===== config.mk =====
export PLATFORM = sky130hd
export DESIGN_NAME = ycc422_demux
export DESIGN_NICKNAME = d
export VERILOG_FILES = /design/src/rtl/ycc_pkg.sv /design/src/rtl/ycc_cfg_latch.sv /design/src/rtl/ycc_line_track.sv /design/src/rtl/ycc_pixel_pack.sv /design/src/rtl/ycc422_demux.sv
export SDC_FILE = /design/constraint.sdc
export NUM_CORES = 1
export LEC_CHECK = 0
export BUFFER_PORTS_ARGS = -buffer_cell sky130_fd_sc_hd__buf_2
export CORE_MARGIN = 2
export CORE_UTILIZATION = 25
export CTS_CLUSTER_DIAMETER = 40
export DETAILED_ROUTE_END_ITERATION = 6
export PLACE_DENSITY_LB_ADDON = 0.05
export SLEW_MARGIN = 20
export SYNTH_ARGS = -nofsm -noshare
export SYNTH_HDL_FRONTEND = slang
export SYNTH_SLANG_ARGS = --single-unit

===== constraint.sdc =====
create_clock -name clk -period 2.45 [get_ports clk]
set_clock_uncertainty 0.1 [all_clocks]
set_input_delay 0.1225 -clock clk [delete_from_list [all_inputs] [get_ports clk]]
set_output_delay 0.1225 -clock clk [all_outputs]
set_load 0.03 [all_outputs]

===== src/rtl/ycc_pkg.sv =====
package ycc_pkg;

  typedef struct packed {
    logic split;
    logic emb;
    logic narrow;
  } ycc_cfg_t;

  // Bits of a bus word that carry data; narrow drops the lowest w-nb bits.
  function automatic logic [15:0] keep_mask(input int w, input int nb, input logic narrow);
    logic [15:0] m;
    m = 16'((32'd1 << w) - 1);
    if (narrow) m = m & ~16'((32'd1 << (w - nb)) - 1);
    return m;
  endfunction

endpackage


===== src/rtl/ycc_cfg_latch.sv =====
module ycc_cfg_latch
  import ycc_pkg::*;
(
  input  logic     clk,
  input  logic     rst,
  input  logic     line_active,
  input  ycc_cfg_t cfg_in,
  output ycc_cfg_t cfg_eff
);
  ycc_cfg_t cfg_q;

  // Pins pass through between lines; the held copy rules during a line.
  assign cfg_eff = line_active ? cfg_q : cfg_in;

  always_ff @(posedge clk) begin
    if (rst) cfg_q <= cfg_in;
    else     cfg_q <= cfg_eff;
  end
endmodule


===== src/rtl/ycc_line_track.sv =====
module ycc_line_track #(
  parameter int W = 10
) (
  input  logic         clk,
  input  logic         rst,
  input  logic         split,
  input  logic         emb,
  input  logic         hs_in,
  input  logic [W-1:0] a_m,
  input  logic [W-1:0] msk,
  output logic         active,
  output logic         proc,
  output logic [1:0]   idx,
  output logic         sav_hit
);
  logic       d1o, d2o, d3o, d1z, d2z;
  logic [1:0] ph_q;
  logic       ones, zero;

  assign ones    = (a_m == msk);
  assign zero    = (a_m == '0);
  assign sav_hit = emb && !active && d3o && d2z && d1z && !a_m[4];
  assign proc    = emb ? (active && !ones) : hs_in;
  assign idx     = active ? ph_q : 2'd0;

  always_ff @(posedge clk) begin
    if (rst) begin
      {d1o, d2o, d3o, d1z, d2z} <= '0;
      active <= 1'b0;
      ph_q   <= 2'd0;
    end else begin
      d1o <= ones; d2o <= d1o; d3o <= d2o;
      d1z <= zero; d2z <= d1z;
      active <= emb ? (sav_hit | (active & !ones)) : hs_in;
      ph_q   <= proc ? idx + 2'd1 : 2'd0;
    end
  end


  phase_step_chk: assert property (@(posedge clk) disable iff (rst)
    (proc && $past(proc) && active && $past(active) && !split) |-> idx == $past(idx) + 2'd1);

  hs_start_chk: assert property (@(posedge clk) disable iff (rst)
    (!emb && !active && hs_in) |=> (active && idx == 2'd1));

  sav_start_chk: assert property (@(posedge clk) disable iff (rst)
    sav_hit |=> (active && idx == 2'd0));
endmodule


===== src/rtl/ycc_pixel_pack.sv =====
module ycc_pixel_pack #(
  parameter int W = 10
) (
  input  logic         clk,
  input  logic         rst,
  input  logic         split,
  input  logic         narrow,
  input  logic         proc,
  input  logic [1:0]   idx,
  input  logic [W-1:0] a_m,
  input  logic [W-1:0] b_m,
  output logic         valid,
  output logic [W-1:0] oy,
  output logic [W-1:0] ocb,
  output logic [W-1:0] ocr
);
  logic [W-1:0] y_h, cb_h, yodd;
  logic         pend, odd, nar_q;

  always_ff @(posedge clk) begin
    if (rst) begin
      {y_h, cb_h, yodd, oy, ocb, ocr} <= '0;
      {pend, odd, valid, nar_q} <= '0;
    end else begin
      valid <= 1'b0;
      if (pend) begin
        oy <= yodd; valid <= 1'b1; odd <= 1'b1; pend <= 1'b0;
      end
      if (proc) begin
        nar_q <= narrow;
        if (!split) begin
          unique case (idx)
            2'd0: cb_h <= a_m;
            2'd1: y_h  <= a_m;
            2'd2: begin
              oy <= y_h; ocb <= cb_h; ocr <= a_m; valid <= 1'b1; odd <= 1'b0;
            end
            default: begin
              oy <= a_m; valid <= 1'b1; odd <= 1'b1;
            end
          endcase
        end else if (!idx[0]) begin
          cb_h <= b_m; y_h <= a_m;
        end else begin
          oy <= y_h; ocb <= cb_h; ocr <= b_m; yodd <= a_m;
          pend <= 1'b1; valid <= 1'b1; odd <= 1'b0;
        end
      end
    end
  end


  odd_chroma_chk: assert property (@(posedge clk) disable iff (rst)
    (valid && odd) |-> ($stable(ocb) && $stable(ocr)));

  narrow_low_chk: assert property (@(posedge clk) disable iff (rst)
    (valid && nar_q) |-> (oy[1:0] == 2'b00 && ocb[1:0] == 2'b00 && ocr[1:0] == 2'b00));
endmodule


===== src/rtl/ycc422_demux.sv =====
module ycc422_demux
  import ycc_pkg::*;
#(
  parameter int W  = 10,
  parameter int NB = 8
) (
  input  logic         clk,
  input  logic         rst,
  input  logic         sel_split,
  input  logic         sel_embedded,
  input  logic         sel_narrow,
  input  logic         hs_in,
  input  logic [W-1:0] bus_a,
  input  logic [W-1:0] bus_b,
  output logic         pix_valid,
  output logic [W-1:0] out_g,
  output logic [W-1:0] out_b,
  output logic [W-1:0] out_r
);
  ycc_cfg_t     cfg_in, cfg;
  logic         line_active, proc, sav_hit, started_q;
  logic [1:0]   idx;
  logic [W-1:0] msk, a_m, b_m;

  assign cfg_in = '{split: sel_split, emb: sel_embedded, narrow: sel_narrow};
  assign msk    = W'(keep_mask(W, NB, cfg.narrow));
  assign a_m    = bus_a & msk;
  assign b_m    = bus_b & msk;

  ycc_cfg_latch u_cfg (
    .clk(clk), .rst(rst), .line_active(line_active), .cfg_in(cfg_in), .cfg_eff(cfg)
  );

  ycc_line_track #(.W(W)) u_trk (
    .clk(clk), .rst(rst), .split(cfg.split), .emb(cfg.emb), .hs_in(hs_in),
    .a_m(a_m), .msk(msk), .active(line_active), .proc(proc), .idx(idx), .sav_hit(sav_hit)
  );

  ycc_pixel_pack #(.W(W)) u_pack (
    .clk(clk), .rst(rst), .split(cfg.split), .narrow(cfg.narrow), .proc(proc), .idx(idx),
    .a_m(a_m), .b_m(b_m), .valid(pix_valid), .oy(out_g), .ocb(out_b), .ocr(out_r)
  );

  always_ff @(posedge clk) begin
    if (rst) started_q <= 1'b0;
    else     started_q <= started_q | line_active;
  end


  no_early_pixel_chk: assert property (@(posedge clk) disable iff (rst)
    !started_q |-> !pix_valid);
endmodule


# == Word level (Yosys, flattened, before mapping) ==
# Cells that the tools add are included.
# word_totals
output_inout_bits,31
regBits,73
elab_cells,80
in_bits,26
# classes
n_mux,29
eq_ne,5
bitwise,6
addsub,1
n_reduce_logical,21
# op_table
cell,count
10-bit two-way mux,16
10-bit AND,2
10-bit one-hot mux with 2 select lines,1
3-bit AND reduction,4
10-bit equality test,1
10-bit logical NOT,1
1-bit two-way mux,8
1-bit logical AND,6
3-bit two-way mux,2
2-bit nonzero test,3
2-bit two-way mux,2
2-bit OR reduction,2
1-bit logical NOT,3
3-bit OR reduction,1
"2-bit by 1-bit adder with 2-bit output, second input constant",1
"2-bit by 1-bit equality test with 1-bit output, second input constant",1
"2-bit equality test, second input constant",1
2-bit logical NOT,1
"2-bit by 1-bit inequality test with 1-bit output, second input constant",1
"2-bit inequality test, second input constant",1
1-bit NOT,2
1-bit AND,1
1-bit OR,1

# == Longest topological paths before layout ==
# logic_depth
depth_word,9
mapped_depth,11
ltp_nobuf,8

# == Modules after synthesis ==
# Synthesis repeated with hierarchy kept, for this count alone.
# hier_totals
cells_unflattened,366
area_unflattened_um2,3335.7
# modules_own_cells
module,seq_area_each_um2,area_per_inst_um2,cells_each,n_inst
ycc_pixel_pack,1241.2,2722.6,303,1
ycc_line_track,160.2,439.2,47,1
ycc_cfg_latch,60.1,141.4,10,1
ycc422_demux,0.0,32.5,6,1

# == Worst setup path before layout ==
# No wires, ideal clock.
# synth_path
kind,reg-to-reg
start,register u_trk.active
end,register u_pack.ocb[0]
setup_time_ns,0.128
n_path_buf,4
arrival_time_ns,2.100
period_less_slack_ns,2.327
path_stages_with_launch,12
t_required_ns,2.222
path_slack_ns,0.123
path_cell_list,dfxtp_1 > buf_2 > buf_2 > nand2_1 > buf_2 > ha_1 > mux2_2 > a22oi_1 > nor3_2 > buf_6 > mux2i_1 > nor2_1
# synth_between
elab_chain_len,8
word_cells_on_any_way,13
cone_classes,eq/ne: 3; mux: 5; bitwise: 1; reduce/logical: 4
# synth_rtl
element,line,source
start: declaration,ycc_line_track.sv:11,"output logic active,"
start signal: assignment,ycc_line_track.sv:34,active <= emb ? (sav_hit | (active & !ones)) : hs_in;
3-bit two-way mux,ycc_cfg_latch.sv:13,assign cfg_eff = line_active ? cfg_q : cfg_in;
2-bit two-way mux,ycc_pkg.sv:13,if (narrow) m = m & ~16'((32'd1 << (w - nb)) - 1);
10-bit AND,ycc422_demux.sv:27,assign a_m = bus_a & msk;
10-bit equality test,ycc_line_track.sv:20,assign ones = (a_m == msk);
1-bit logical NOT,ycc_line_track.sv:23,assign proc = emb ? (active && !ones) : hs_in;
1-bit logical AND,ycc_line_track.sv:23,
1-bit two-way mux,ycc_line_track.sv:23,
3-bit AND reduction (no source line),--,
end signal: assignment,ycc_pixel_pack.sv:45,oy <= y_h; ocb <= cb_h; ocr <= b_m; yodd <= a_m;
end: declaration,ycc_pixel_pack.sv:14,"output logic [W-1:0] ocb,"
# Several ways; a longest one is shown, not always the timed one.
# A chain may end at the register's enable or synchronous reset.

# == Final worst setup path ==
# layout_path
start,register u_trk.ph_q[0]
end,register u_pack.oy[4]
# layout_between
elab_chain_len,6
word_cells_on_any_way,9
cone_classes,eq/ne: 2; mux: 5; reduce/logical: 2
# layout_rtl
element,line,source
start: declaration,ycc_line_track.sv:17,logic [1:0] ph_q;
start signal: assignment,ycc_line_track.sv:35,ph_q <= proc ? idx + 2'd1 : 2'd0;
2-bit two-way mux (*),ycc_line_track.sv:24,assign idx = active ? ph_q : 2'd0;
via idx[0],ycc422_demux.sv:22,logic [1:0] idx;
2-bit by 1-bit equality test with 1-bit output or 2-bit logical NOT (tied branches),--,
2-bit OR reduction (no source line),--,
10-bit one-hot mux with 2 select lines,ycc_pixel_pack.sv:32,unique case (idx)
10-bit two-way mux (*),ycc_pixel_pack.sv:31,if (!split) begin
10-bit two-way mux (*),ycc_pixel_pack.sv:29,if (proc) begin
end signal: assignment,ycc_pixel_pack.sv:45,
end: declaration,ycc_pixel_pack.sv:13,"output logic [W-1:0] oy,"
# The timed path passes the listed nets; every way through them passes the cells marked *.

==> load_flow_metrics.sql <==
INSERT INTO impl_metrics (metric_group, metric, value, unit) VALUES
('run_status', 'run_status', 'completed', ''),
('critical_path', 'cp_max_fo', '10', ''),
('clocking', 'cts_made_buffers', '9', ''),
('worst_hold_path', 'worst_hold_path.endpoint', 'u_trk.d2z', ''),
('critical_path', 'cp_num_cells', '7', ''),
('timing', 'hold_viol_final', '0', ''),
('timing', 'drv_slew', '0', ''),
('critical_path', 'crit_type', 'flop to flop', ''),
('logic_synthesis', 'synth_area_in_compound_gates', '0.189', ''),
('pwr', 'leakagePower', '1.72', 'nW'),
('logic_synthesis', 'synth_fp_nets', '402', ''),
('global_route', 'grt-ovfl-total', '0', ''),
('route', 'first_iter_violations', '174', ''),
('route', 'drt_first_pass_iters', '4', ''),
('logic_synthesis', 'synth.distinct_cells', '38', ''),
('place', 'placement.setup.worst_slack', '0.343', 'ns'),
('logic_synthesis', 'yosys_register_bits', '73', ''),
('logic_synthesis', 'synth_xor_area_frac', '0', ''),
('clocking', 'tritoncts_num_sinks', '73', ''),
('logic_synthesis', 'syn_inst', '372', ''),
('critical_path', 'timing.critical_path.cells', 'nand2_1, inv_1, ha_1, clkinv_1, o21a_1, a221oi_1, a211oi_2', ''),
('global_route', 'grt_first_pass_wirelength', '16400', 'µm'),
('timing', 'max_freq', '471', 'MHz'),
('logic_synthesis', 'synth_fa_ha_area_frac', '0.0146', ''),
('critical_path', 'reg2reg_to', 'u_pack.oy[4]', ''),
('timing', 'setup_total_negative_slack', '0', 'ns'),
('route', 'dr_wl_met3', '470', 'µm'),
('critical_path', 'longest_individual_stage_delay_on_the_worst_path', '0.40', 'ns'),
('clocking', 'htreeDepth', '3', ''),
('critical_path', 'rrSetupSlack', '0.33', 'ns'),
('route', 'routed_wire_length_per_instance', '16.8', 'µm'),
('floorplanning', 'ios', '57', ''),
('route', 'route.final.wire_length', '10500', 'µm'),
('logic_synthesis', 'synth_mux_area_frac', '0.157', ''),
('route', 'routed_wl_met2', '4830', 'µm'),
('timing', 'hold_slack', '0.0126', 'ns'),
('timing', 'tightest_slew', '0.435', 'ns'),
('critical_path', 'cell_family_contributing_the_most_delay_on_the_critical_path', 'compound AO/OA/AOI/OAI gates', ''),
('timing', 'setup_viol_count_final', '0', ''),
('logic_synthesis', 'synth_edf_count', '0', ''),
('layout', 'post_layout_nonfiller_instances', '622', ''),
('layout', 'num-nets-final', '471', ''),
('layout', 'antennaDiodeCount', '0', ''),
('critical_path', 'crit_required', '2.56', 'ns'),
('route', 'postRouteAntennaNets', '0', ''),
('place', 'gpl.final_weighted_congestion', '0.758', ''),
('global_route', 'grt_pass1_vias', '2926', ''),
('logic_synthesis', 'synth_async_sr_flop_share', '0', ''),
('route', 'via_count', '2948', ''),
('floorplanning', 'die_width', '121', 'µm'),
('critical_path', 'worst_setup_path_end_kind', 'flop', ''),
('logic_synthesis', 'cell_type_with_the_largest_total_area_after_synthesis', 'dfxtp_1', ''),
('timing', 'slew-limit-headroom', '0.702', ''),
('global_route', 'grt_util_all_layers', '0.150', ''),
('clocking', 'clock_transition_at_the_register_clock_pins_on_the_worst_setup_and_hold_paths_after_cts', '0.06', 'ns'),
('route', 'drt-met1-wl', '5020', 'µm'),
('critical_path', 'worst_path_slowest_cell', 'dfxtp_1', ''),
('place', 'dpl-instance-area', '4010', 'µm²'),
('logic_synthesis', 'synthSimpleGateAreaFrac', '0.159', ''),
('logic_synthesis', 'yosysSeqAreaShare', '0.428', ''),
('floorplanning', 'std_cell_rows', '42', ''),
('layout', 'drive_gt1_frac', '0.262', ''),
('logic_synthesis', 'post-synth-top-area-fraction', '0.428', ''),
('logic_synthesis', 'synthesis.area', '3420', 'µm²'),
('clocking', 'cts_tree', 'built', ''),
('critical_path', 'worst_r2r_startpoint', 'u_trk.ph_q[0]', ''),
('place', 'placed_instances', '603', ''),
('clocking', 'clock_insertion_delay_worst_skew', '0.34', 'ns'),
('logic_synthesis', 'ys.warnings.count', '0', ''),
('flow_run', 'max_cap_viol_count', '0', ''),
('critical_path', 'cp.buffers_inverters', '2', '');
-- routing by layer --
layer / vias to the layer above / GRT usage
met5: - / 0
met4: 0 / 0.0414
met3: 10 / 0.0470
met2: 64 / 0.234
met1: 1409 / 0.200
li1: 1465 / -
-- final cells by class --
type                            instances  area [µm²]
Clock inverter                          4        50.0
Sequential cell                        73        1460
Clock buffer                           12         267
Timing Repair Buffer                   84         536
Fill cell                            1398        8940
Multi-Input combinational cell        266        1800
Inverter                                7        26.3
Tap cell                              176         220
-- logic make-up (layout without fill, tap and decap cells) --
kind of cell | count (synthesis) | in the layout
flip-flops | 73 | 73
AO/OA/AOI/OAI | 94 | 94
AND/OR/NAND/NOR | 115 | 115
buffers and inverters | 33 | 107
adder cells (fa/ha/maj) | 4 | 4
multiplexers | 53 | 53
-- per-stage QoR --
step | utilization | power (mW)
floorplan | - | 1.53
global route | 0.328 | 3.17
global placement | 0.302 | 1.67
finish | 0.328 | 3.03
CTS | 0.328 | 3.09
detailed placement | 0.302 | 1.67
-- power by group --
part           internal [mW]  switching, mW
clock                  0.870          0.522
combinational          0.150          0.232
sequential              1.23         0.0286
-- sequential cells by signal (all words and copies together) (netlist names) --
register and flops:
u_pack.cb_h 10, u_pack.ocb 10, u_pack.ocr 10, u_pack.oy 10
u_pack.y_h 10, u_pack.yodd 10, u_cfg.cfg_q 3, u_trk.ph_q 2
u_pack.pend 1, u_pack.valid 1, u_trk.active 1, u_trk.d1o 1
u_trk.d1z 1, u_trk.d2o 1, u_trk.d2z 1, u_trk.d3o 1
-- how the worst max path moves through the flow --
stage	slack [ns]	from	endpoint
6_report	0.33	u_trk.ph_q[0]	u_pack.oy[4]
3_5_place_dp	0.34	u_trk.ph_q[0]	u_pack.oy[4]
3_3_place_gp	0.45	u_trk.active	u_pack.oy[1]
4_1_cts	0.33	u_trk.ph_q[0]	u_pack.oy[4]
2_1_floorplan	0.12	u_trk.active	u_pack.ocb[0]
5_1_grt	0.16	u_trk.ph_q[0]	u_pack.oy[9]
-- worst reg2reg max path, stage by stage (launching register included) --
cell,delay [ns]
dfxtp_1,0.40
nand2_1,0.12
inv_1,0.12
ha_1,0.18
clkinv_1,0.36
o21a_1,0.32
a221oi_1,0.33
a211oi_2,0.08
-- cell usage in the layout, fill, tap and decap left out, types with 2 or more instances in the layout --
master	Yosys	layout
ha_1	4	4
o21a_1	7	7
o22ai_1	3	3
nor3_1	13	10
o21ai_0	18	18
nor2_1	62	62
clkbuf_16	0	9
buf_2	9	56
nor2b_1	7	7
buf_4	2	22
a21oi_1	26	26
a211oi_1	17	17
nand3_1	2	2
and2_1	3	3
a221oi_1	8	8
buf_12	0	3
clkbuf_8	0	3
dlygate4sd3_1	0	3
clkinvlp_4	0	2
dfxtp_1	73	73
nor3_2	1	3
a211oi_2	8	8
nand2b_1	6	6
inv_1	6	6
mux2_2	5	5
nand2_1	14	14
mux2i_1	48	48
nand4_2	2	2
-- timing repair --
action,4_1_cts,5_1_grt
setup buffers,0,0
hold buffers,3,0
hold endpoints to repair,3,0
Power figures use the tool's default switching activity.
